## config.mk

```make
export PLATFORM = sky130hd
export DESIGN_NAME = lio_irq_top
export DESIGN_NICKNAME = d
export VERILOG_FILES = /design/src/rtl/lio_irq_pkg.sv /design/src/rtl/lio_irq_ctrl.sv /design/src/rtl/lio_irq_dp.sv /design/src/rtl/lio_irq_top.sv
export SDC_FILE = /design/constraint.sdc
export NUM_CORES = 1
export LEC_CHECK = 0
export BUFFER_PORTS_ARGS = -buffer_cell sky130_fd_sc_hd__buf_4
export CORE_AREA = 2 2 81 60
export CTS_CLUSTER_SIZE = 20
export DETAILED_ROUTE_END_ITERATION = 8
export DIE_AREA = 0 0 83 62
export PLACE_DENSITY = 0.79
export SLEW_MARGIN = 0
export SYNTH_ARGS = -nofsm -noshare
export SYNTH_HDL_FRONTEND = slang
export SYNTH_SLANG_ARGS = --single-unit
```

## constraint.sdc

```tcl
create_clock -name clk -period 2.8 [get_ports clk]
set_input_delay 0.28 -clock clk [delete_from_list [all_inputs] [get_ports clk]]
set_output_delay 0.28 -clock clk [all_outputs]
set_load 0.03 [all_outputs]
```

## src/rtl/lio_irq_pkg.sv

```systemverilog
`timescale 1ns/1ps
package lio_irq_pkg;
  localparam int NSRC = 8;
  localparam int AW   = 8;
  localparam int RDW  = 64;

  localparam logic [1:0] SZ_BYTE = 2'd0;
  localparam logic [1:0] SZ_QUAD = 2'd3;

  localparam logic [AW-1:0] A_PRI_STAT = 8'h20;
  localparam logic [AW-1:0] A_PRI_ACK  = 8'h20;
  localparam logic [AW-1:0] A_PRI_MASK = 8'h21;
  localparam logic [AW-1:0] A_SEC_STAT = 8'hA0;
  localparam logic [AW-1:0] A_SEC_MASK = 8'hA1;

  localparam int N_IGN = 11;
  localparam logic [N_IGN*AW-1:0] IGN_ADDRS = {
    8'h08, 8'h0A, 8'h0D, 8'h0F, 8'hD0, 8'hD4,
    8'hDA, 8'hDE, 8'h60, 8'h61, 8'hA0
  };

  typedef struct packed {
    logic wrPriMask;
    logic wrSecMask;
    logic wrPriAck;
    logic rdPriMask;
    logic rdSecMask;
    logic rdPriStat;
    logic rdSecStat;
  } lioStrb_t;
endpackage

```

## src/rtl/lio_irq_ctrl.sv

```systemverilog
`timescale 1ns/1ps
module lio_irq_ctrl
  import lio_irq_pkg::*;
(
  input  logic          clk,
  input  logic          rstN,
  input  logic [AW-1:0] busAddr,
  input  logic [1:0]    busSize,
  input  logic          busRd,
  input  logic          busWr,
  output lioStrb_t      strb,
  output logic          busErr
);
  logic legal;
  logic ignHit;

  always_comb begin
    ignHit = 1'b0;
    for (int i = 0; i < N_IGN; i++) begin
      if (busAddr == IGN_ADDRS[i*AW +: AW]) ignHit = 1'b1;
    end
  end

  always_comb begin
    strb  = '0;
    legal = 1'b0;
    if (busWr && !busRd && busSize == SZ_BYTE) begin
      if (busAddr == A_PRI_MASK) begin
        strb.wrPriMask = 1'b1;
        legal = 1'b1;
      end else if (busAddr == A_SEC_MASK) begin
        strb.wrSecMask = 1'b1;
        legal = 1'b1;
      end else if (busAddr == A_PRI_ACK) begin
        strb.wrPriAck = 1'b1;
        legal = 1'b1;
      end else if (ignHit) begin
        legal = 1'b1;
      end
    end else if (busRd && !busWr) begin
      if (busSize == SZ_BYTE) begin
        if (busAddr == A_PRI_MASK) begin
          strb.rdPriMask = 1'b1;
          legal = 1'b1;
        end else if (busAddr == A_SEC_MASK) begin
          strb.rdSecMask = 1'b1;
          legal = 1'b1;
        end else if (busAddr == A_PRI_STAT) begin
          strb.rdPriStat = 1'b1;
          legal = 1'b1;
        end else if (busAddr == A_SEC_STAT) begin
          strb.rdSecStat = 1'b1;
          legal = 1'b1;
        end
      end else if (busSize == SZ_QUAD && busAddr == A_PRI_STAT) begin
        strb.rdPriStat = 1'b1;
        legal = 1'b1;
      end
    end
  end

  assign busErr = (busRd || busWr) && !legal;

  // a wide write never produces a state-changing strobe
  a_r8_wide_write_rejected: assert property (@(posedge clk) disable iff (!rstN)
    (busWr && busSize != SZ_BYTE) |-> (busErr && !strb.wrPriMask && !strb.wrSecMask && !strb.wrPriAck));
endmodule

```

## src/rtl/lio_irq_dp.sv

```systemverilog
`timescale 1ns/1ps
module lio_irq_dp
  import lio_irq_pkg::*;
(
  input  logic            clk,
  input  logic            rstN,
  input  lioStrb_t        strb,
  input  logic [NSRC-1:0] busWdata,
  input  logic [NSRC-1:0] srcSet,
  input  logic [NSRC-1:0] srcClr,
  output logic [RDW-1:0]  busRdata,
  output logic            irqOut
);
  localparam int IDXW = $clog2(NSRC);

  logic [NSRC-1:0] pendReg;
  logic [NSRC-1:0] enReg;
  logic [NSRC-1:0] secReg;
  logic [NSRC-1:0] ackClr;
  logic [NSRC-1:0] pendNext;
  logic [3:0]      ackIdx;

  assign ackIdx = busWdata[3:0];

  always_comb begin
    ackClr = '0;
    if (strb.wrPriAck && ackIdx < 4'(NSRC)) ackClr[ackIdx[IDXW-1:0]] = 1'b1;
  end

  assign pendNext = ((pendReg & ~ackClr) & ~srcClr) | srcSet;

  always_ff @(posedge clk) begin
    if (!rstN) begin
      pendReg <= '0;
      enReg   <= '0;
      secReg  <= '0;
    end else begin
      pendReg <= pendNext;
      if (strb.wrPriMask) enReg  <= ~busWdata;
      if (strb.wrSecMask) secReg <= busWdata;
    end
  end

  assign irqOut = |(pendReg & enReg);

  always_comb begin
    busRdata = '0;
    if (strb.rdPriMask)      busRdata[NSRC-1:0] = ~enReg;
    else if (strb.rdSecMask) busRdata[NSRC-1:0] = secReg;
    else if (strb.rdPriStat) busRdata[NSRC-1:0] = pendReg;
  end

  // enable vector changes only through a primary mask write
  a_r1_enable_hold: assert property (@(posedge clk) disable iff (!rstN)
    !strb.wrPriMask |=> $stable(enReg));

  // a mask write alone sets the line from the new enable vector
  a_r3_mask_reeval: assert property (@(posedge clk) disable iff (!rstN)
    (strb.wrPriMask && srcSet == '0 && srcClr == '0 && !strb.wrPriAck)
      |=> irqOut == |($past(pendReg) & ~$past(busWdata)));

  // acknowledged index is gone next cycle unless re-set
  a_r4_ack_clears: assert property (@(posedge clk) disable iff (!rstN)
    (strb.wrPriAck && !busWdata[3] && srcSet == '0) |=> pendReg[$past(busWdata[2:0])] == 1'b0);

  // set wins and reaches an enabled line
  a_r5_set_raises: assert property (@(posedge clk) disable iff (!rstN)
    (|(srcSet & enReg) && !strb.wrPriMask) |=> irqOut);

  // secondary mask write alone leaves the line alone
  a_r6_sec_quiet: assert property (@(posedge clk) disable iff (!rstN)
    (strb.wrSecMask && srcSet == '0 && srcClr == '0) |=> $stable(irqOut));
endmodule

```

## src/rtl/lio_irq_top.sv

```systemverilog
`timescale 1ns/1ps
module lio_irq_top
  import lio_irq_pkg::*;
(
  input  logic        clk,
  input  logic        rstN,
  input  logic [7:0]  busAddr,
  input  logic [1:0]  busSize,
  input  logic        busRd,
  input  logic        busWr,
  input  logic [7:0]  busWdata,
  output logic [63:0] busRdata,
  output logic        busErr,
  input  logic [7:0]  srcSet,
  input  logic [7:0]  srcClr,
  output logic        irqOut
);
  lioStrb_t strb;

  lio_irq_ctrl u_ctrl (
    .clk     (clk),
    .rstN    (rstN),
    .busAddr (busAddr),
    .busSize (busSize),
    .busRd   (busRd),
    .busWr   (busWr),
    .strb    (strb),
    .busErr  (busErr)
  );

  lio_irq_dp u_dp (
    .clk      (clk),
    .rstN     (rstN),
    .strb     (strb),
    .busWdata (busWdata),
    .srcSet   (srcSet),
    .srcClr   (srcClr),
    .busRdata (busRdata),
    .irqOut   (irqOut)
  );
endmodule

```

# == Yosys cells after proc, flatten, opt, wreduce, memory -nomap -nowiden ==
# Cells that the tools add are included.
# word_totals
regBits,24
n_memories,0
latchBits,0
ramBits,0
rom_bits,0
# classes
bitwise_logic,8
magnitude_cmp,3
eq_ne,15
shifts,0
n_div,0
reduce_logical,13
n_addsub,0
mul,0
n_mux,42
# ops
cell,count
"8-bit == test, second input constant",6
"8-bit by 4-bit == test with 1-bit output, second input constant",4
8-bit two-way mux,4
8-bit inverter,4
1-bit two-way mux,30
8-bit AND,3
"8-bit by 6-bit == test with 1-bit output, second input constant",2
"8-bit by 7-bit == test with 1-bit output, second input constant",2
4-bit two-way mux,2
8-bit OR,1
8-bit OR reduction,1
1-bit logical AND,7
2-bit two-way mux,3
3-bit two-way mux,2
"3-bit by 4-bit less-than comparator with 1-bit output, second input constant",1
"4-bit less-than comparator, second input constant",1
1-bit demux with 3-bit select,1
"3-bit by 1-bit greater-or-equal comparator with 1-bit output, second input constant",1
1-bit zero test,3
"2-bit == test, second input constant",1
2-bit zero test,1
1-bit logical OR,1

# == Depth between registers and ports, before layout ==
# Gate-level depths: netlist of the first run.
# logic_depth
ltp_word,19
mapped_depth,7
mapped_depth_nobuf,4

# == Cells and area by module ==
# A second synthesis of the first run with hierarchy kept.
# unflattened
cells_unflattened,225
hier_area_um2,1930.6
# by_module_without_submodules
module,cells_each,n_inst,area_each_um2
lio_irq_dp,192,1,1687.9
lio_irq_ctrl,33,1,242.7

# == Worst setup path after synthesis of the first run ==
# No wires, ideal clock.
# synth_timing
path_type,input port to output port
from,in busAddr[1]
to,out busRdata[0]
arrival_ns,2.137
required_ns,2.520
setup_slack_ns,0.383
path_stages,5
path_cell_list,or4b_4 -> buf_6 -> nor3_1 -> a32oi_1 -> a21oi_1
# synth_between
elab_chain_cells,10
word_cells_on_any_way,17
classes_between,3 x eq/ne; 13 x mux; 1 x reduce/logical
# synth_rtl
element,line,source
start: declaration,lio_irq_top.sv:7,"input logic [7:0] busAddr,"
8-bit by 6-bit == test with 1-bit output,"lio_irq_ctrl.sv:48, lio_irq_ctrl.sv:55",
1-bit two-way mux,lio_irq_ctrl.sv:48,end else if (busAddr == A_PRI_STAT) begin
2-bit two-way mux,lio_irq_ctrl.sv:45,end else if (busAddr == A_SEC_MASK) begin
3-bit two-way mux,lio_irq_ctrl.sv:42,if (busAddr == A_PRI_MASK) begin
1-bit two-way mux,lio_irq_ctrl.sv:41,if (busSize == SZ_BYTE) begin
4-bit two-way mux (*),lio_irq_ctrl.sv:40,end else if (busRd && !busWr) begin
4-bit two-way mux (*),lio_irq_ctrl.sv:27,if (busWr && !busRd && busSize == SZ_BYTE) begin
8-bit two-way mux,lio_irq_dp.sv:50,else if (strb.rdPriStat) busRdata[NSRC-1:0] = pendReg;
8-bit two-way mux,lio_irq_dp.sv:49,else if (strb.rdSecMask) busRdata[NSRC-1:0] = secReg;
8-bit two-way mux (*),lio_irq_dp.sv:48,if (strb.rdPriMask) busRdata[NSRC-1:0] = ~enReg;
end: declaration,lio_irq_top.sv:12,"output logic [63:0] busRdata,"
# Every way passes the cells marked *; elsewhere a longest branch is shown, timed or not.

# == Final worst setup path of the first run ==
# layout_timing
from,in busAddr[1]
to,out busRdata[1]
# Same word-level chain as after synthesis.

==> metrics.md, run 1 <==
| Metric | Value |
|---|---|
| Post-synth ARST share | 0 |
| RSZ-0062 raised after global routing | false |
| Crit end category | output port |
| CTS tree | yes |
| Mux cell area share after synthesis | 0.0423 |
| Post-synth EDFFs | 0 |
| Die H | 62 um |
| Hpwl dp | 3.09 mm |
| Psw | 263 uW |
| Largest net degree at the start of global routing | 25 |
| CP max FO | 8 |
| Main combinational cell family by area after synthesis | buffers and inverters |
| Share of the synthesized area in the top cell type | 0.254 |
| Rel. slew slack | 0.618 |
| Die Wd | 83 um |
| PortBufs | 47 |
| Clk network pwr share | 0.350 |
| Tightest Pin Transition | 0.572 ns |
| Reg power frac | 0.414 |
| GRT Util Overall | 0.147 |
| Leading area contributor after synthesis | dfxtp_1 |
| # setup viols final | 0 |
| Post_cts resized | 0 |
| Worst Hold Depth | 2 |
| Final nets | 305 |
| Hold Buf Count CTS | 0 |
| Max Slew Vio Count | 0 |
| Filler cell count | 431 |
| DRT iter0 DRCs | 68 |
| Core area | 4490 um^2 |
| Part of the power in combinational logic | 0.236 |
| Routed vias/inst | 4.76 |
| Area growth syn-to-layout | 13.7% |
| DRC Markers | 0 |
| Post-layout power | 861 uW |
| Top FF cell, synth | dfxtp_1 |
| Commonest non-fill, non-tap cell in the layout | conb_1 |
| Post-synthesis compound-gate area fraction | 0.173 |
| 1st-pass router iterations | 4 |
| Yosys Warn Count | 0 |
| TritonCTS buffer count | 3 |
| Final wirelength | 3.93 mm |
| Crit path arrival time | 2.19 ns |
| Yosys reg bits | 24 |
| VDD IR max | 0.390 mV |
| Gpl congestion | 0.789 |
| Power density over the cells | 400 nW/um^2 |
| Total die area | 5150 um^2 |
| Final setup TNS | 0 ns |
| Post-CTS setup buffers | 0 |
| Register area share after synthesis | 0.254 |
| H-tree depth | 1 |
| Hold crit path type | in2reg |
| CP required | 2.52 ns |
| Leakage power | 0.946 nW |
| Post-layout min period | 2.47 ns |
| First-pass GRT wire length | 6.04 mm |
| Post-Syn Area | 1890 um^2 |
| DP Cell Count | 319 |
| Vias in the first global route | 1252 |
| GRT Residual Overflow | 0 |
| Clk_lat worst skew | 0.26 ns |
| Non-filler cells in the finished layout | 323 |
| Fin crit share | 0.882 |
| Most frequent cells in the layout | conb_1, buf_4, dfxtp_1 |
| Max cap viols | 0 |
| CP Launch Type | input pin |
| Simple-gate share of the synthesized area | 0.257 |
| XOR/XNOR Fraction of Synth Area | 0.0139 |
| R2R depth | 2 |
| Post-Synthesis Cells | 220 |
| Setup CP Type | in2out |
| Worst-path clk slew | 0.09 ns |
| Outcome | finished clean |
| Synth top area cells | dfxtp_1, buf_4, o21a_1, nand2b_1, a21oi_1 |
| CTS root buf | clkbuf_8 |
| Share of cells above drive strength 1 | 0.271 |
| CTS Buffer Depth | 2 |
| # diodes | 0 |
| Final Hold Fails | 0 |
| Initial antenna violation count | 0 |
| Avg WL per Cell | 12.2 um |
| FMAX | 0.405 GHz |
| Sw Ratio | 0.305 |
| I/O pins | 104 |
| Pint | 598 uW |
| Clock sink total | 24 |
| Row count | 21 |
| Synth Area per Inst | 8.60 um^2 |
| Area share of fa/ha/maj cells after synthesis | 0 |
| Initial core utilization | 0.421 |
| Post-DRT Antenna Nets | 0 |
| Post-synth cell types | 41 |
| Worst Skew | 0 ns |
| Total number of vias | 1536 |
-- critical path, cell delays in order --
cell and delay, ns:
buf_4 0.12, or4b_4 0.60, nor4_2 0.31, nor2b_1 0.52, a21oi_1 0.16, buf_4 0.19
-- cell type report --
type	count	area, um^2	share of cell area
Timing Repair Buffer	53	398	0.185
Clock buffer	3	41.3	0.0192
Tap cell	57	71.3	0.0332
Clock inverter	1	30.0	0.0140
Multi-Input combinational cell	185	1130	0.525
Sequential cell	24	480	0.223
-- synth_stat cells, types with 2 or more instances --
library cell and n:
buf_4 56, dfxtp_1 24, nand2b_1 17, a21oi_1 16, o21a_1 16, nor2_1 10
nor2b_1 10, a32oi_1 8, mux2i_1 8, and2_2 6, a22oi_1 4, clkbuf_1 4
nor3_1 4, nor4_1 3, and2_4 2, buf_2 2, buf_6 2, nor3b_1 2
or4_1 2, or4b_2 2, xor2_1 2
-- per-stage QoR --
step	util	worst slack, ns	hold slack, ns	cell area, um^2
after floorplan	-	0.383	0.404	2100
after global placement	0.463	0.412	0.489	2080
after detailed placement	0.463	0.363	0.494	2080
after CTS	0.479	0.353	0.213	2150
after global routing	0.479	0.257	0.211	2150
final	0.479	0.330	0.214	2150
-- worst paths after layout --
path | slack, ns | end | start
worst max register to register | 1.99 | u_dp.enReg[5] | u_dp.enReg[5]
worst min-delay path | 0.21 | u_dp.pendReg[3] | srcSet[3]
worst max-delay path | 0.33 | busRdata[1] | busAddr[1]
worst min register to register | 0.51 | u_dp.secReg[1] | u_dp.secReg[1]
-- power groups by stage --
stage | logic [mW] | registers, mW | clock network [mW]
floorplan | 0.205 | 0.361 | 0
global placement | 0.200 | 0.364 | 0
detailed placement | 0.201 | 0.364 | 0
CTS | 0.202 | 0.356 | 0.303
global route | 0.218 | 0.358 | 0.316
finish | 0.203 | 0.356 | 0.301
-- sequential cells by signal, summed over array words and instances (netlist names) --
register and count:
u_dp.pendReg 8, u_dp.enReg 8, u_dp.secReg 8
-- metal layers --
metal  global-route usage  vias to the layer above  share of wire
li1                     -                      754              -
met1                0.191                      715           0.45
met2                0.264                       65           0.48
met3               0.0343                        2          0.065
met4               0.0141                        0         0.0031
met5                    0                        -              0
-- logic make-up (layout without fill, tap and decap cells) --
family,count (synthesis),in the layout
xor+xnor,3,3
compound gates,48,48
mux,8,8
other cells,1,56
flops,24,24
simple gates,70,70
buf+inv,66,57
Power figures use the tool's default switching activity.
==> run 2, diff against run 1 <==
==> constraint.sdc (replaced) <==
create_clock -name clk -period 2.6 [get_ports clk]
set_input_delay 0.52 -clock clk [delete_from_list [all_inputs] [get_ports clk]]
set_output_delay 0.52 -clock clk [all_outputs]
set_load 0.03 [all_outputs]
==> metrics.md, run 2 (synthesis results as in run 1) <==
| Metric | Value |
|---|---|
| Max cap viols | 0 |
| Final Util | 0.529 |
| Setup CP Type | in2out |
| 1st-pass router iterations | 4 |
| Commonest non-fill, non-tap cell in the layout | conb_1 |
| CP Launch Type | input pin |
| Die H | 62 um |
| Vias in the first global route | 1343 |
| DRC Markers | 0 |
| Total die area | 5150 um^2 |
| Max Slew Vio Count | 0 |
| Biggest regs | u_dp.enReg: 8 flops, u_dp.pendReg: 8 flops, u_dp.secReg: 8 flops |
| Final Hold Fails | 0 |
| CP Cell Sequence | buf_6, or4b_4, nor4_4, nor2b_4, buf_12, a21oi_4, buf_6 |
| Worst Skew | 0 ns |
| CP delay by family, top | simple AND/OR/NAND/NOR gates |
| Leakage power | 1.01 nW |
| GRT Util Overall | 0.159 |
| Final wirelength | 4.34 mm |
| CTS root buf | clkbuf_8 |
| Post-layout min period | 2.57 ns |
| RSZ-0062 raised after global routing | true |
| Most used cell, CP | buf_6 |
| # diodes | 0 |
| CP max FO | 8 |
| Fin crit share | 0.989 |
| Outcome | finished clean |
| CTS tree | yes |
| Post-DP Area | 2250 um^2 |
| Post-layout instance area | 2380 um^2 |
| CP required | 2.08 ns |
| Crit path arrival time | 2.05 ns |
| Most frequent cells in the layout | conb_1, buf_4, dfxtp_1 |
| FMAX | 0.389 GHz |
| Final setup TNS | 0 ns |
| Hold crit path type | in2reg |
| TritonCTS buffer count | 3 |
| DRT iter0 DRCs | 69 |
| Worst path bufs/invs | 3 |
| WHS | 0.449 ns |
| Initial antenna violation count | 0 |
| Clk_lat worst skew | 0.27 ns |
| Row count | 21 |
| Routed vias/inst | 4.78 |
| Total number of vias | 1577 |
| Post-DRT Antenna Nets | 0 |
| Die Wd | 83 um |
| Final nets | 312 |
| Largest net degree at the start of global routing | 25 |
| CTS Buffer Depth | 2 |
| Initial core utilization | 0.421 |
| PortBufs | 47 |
| First-pass GRT wire length | 6.50 mm |
| H-tree depth | 1 |
| Area growth syn-to-layout | 25.6% |
| Hpwl dp | 3.30 mm |
| Clock sink total | 24 |
| Hold Buf Count CTS | 0 |
| Core area | 4490 um^2 |
| CP max-delay cell | or4b_4 |
| Slowest stage delay, CP | 0.54 ns |
| # setup viols final | 0 |
| Share of cells above drive strength 1 | 0.330 |
| GRT Residual Overflow | 0 |
| Post-layout power | 946 uW |
| Avg WL per Cell | 13.1 um |
| Power density over the cells | 398 nW/um^2 |
| Gpl congestion | 0.809 |
| Crit end category | output port |
| Worst-path clk slew | 0.09 ns |
| VDD IR max | 0.256 mV |
| I/O pins | 104 |
-- run 2: routing by layer --
| layer | part of all wire | up-vias | GRT usage |
|---|---|---|---|
| li1 | - | 770 | - |
| met1 | 0.45 | 728 | 0.210 |
| met2 | 0.47 | 73 | 0.276 |
| met3 | 0.069 | 6 | 0.0383 |
| met4 | 0.0092 | 0 | 0.0281 |
| met5 | 0 | - | 0 |
-- run 2: path summary, 6_finish.rpt --
path | startpoint | to | slack (ns) | cells after the start
min | srcSet[1] | u_dp.pendReg[1] | 0.45 | 2
max reg2reg | u_dp.enReg[1] | u_dp.enReg[1] | 1.77 | 2
max | busSize[1] | busRdata[7] | 0.03 | 7
min reg2reg | u_dp.secReg[2] | u_dp.secReg[2] | 0.52 | 2
-- run 2: layout make-up --
class,count,area [um^2]
repair buffers,60,504
clock inverters,1,30.0
flip-flops and latches,24,480
well taps,57,71.3
clock buffers,3,41.3
fillers,414,2120
multi-input cells,185,1250
-- run 2: power by group --
part | switching, mW | total, mW | internal [mW]
Clock | 0.126 | 0.332 | 0.206
Sequential | 0.00825 | 0.384 | 0.376
Combinational | 0.162 | 0.231 | 0.0692
-- run 2: metrics by stage --
stage / std cells / setup slack, ns
after global routing: 330 / -0.0227
after CTS: 329 / 0.00572
after global placement: 325 / 0.0260
final: 330 / 0.0280
after detailed placement: 325 / 0.00624
after floorplan: 275 / 0.000757
-- run 2: timing repair --
item                       in CTS  in global routing
hold endpoints to repair        0                  0
gates resized for setup         0                 13
setup buffers                   0                  1
setup endpoints to repair       0                  9
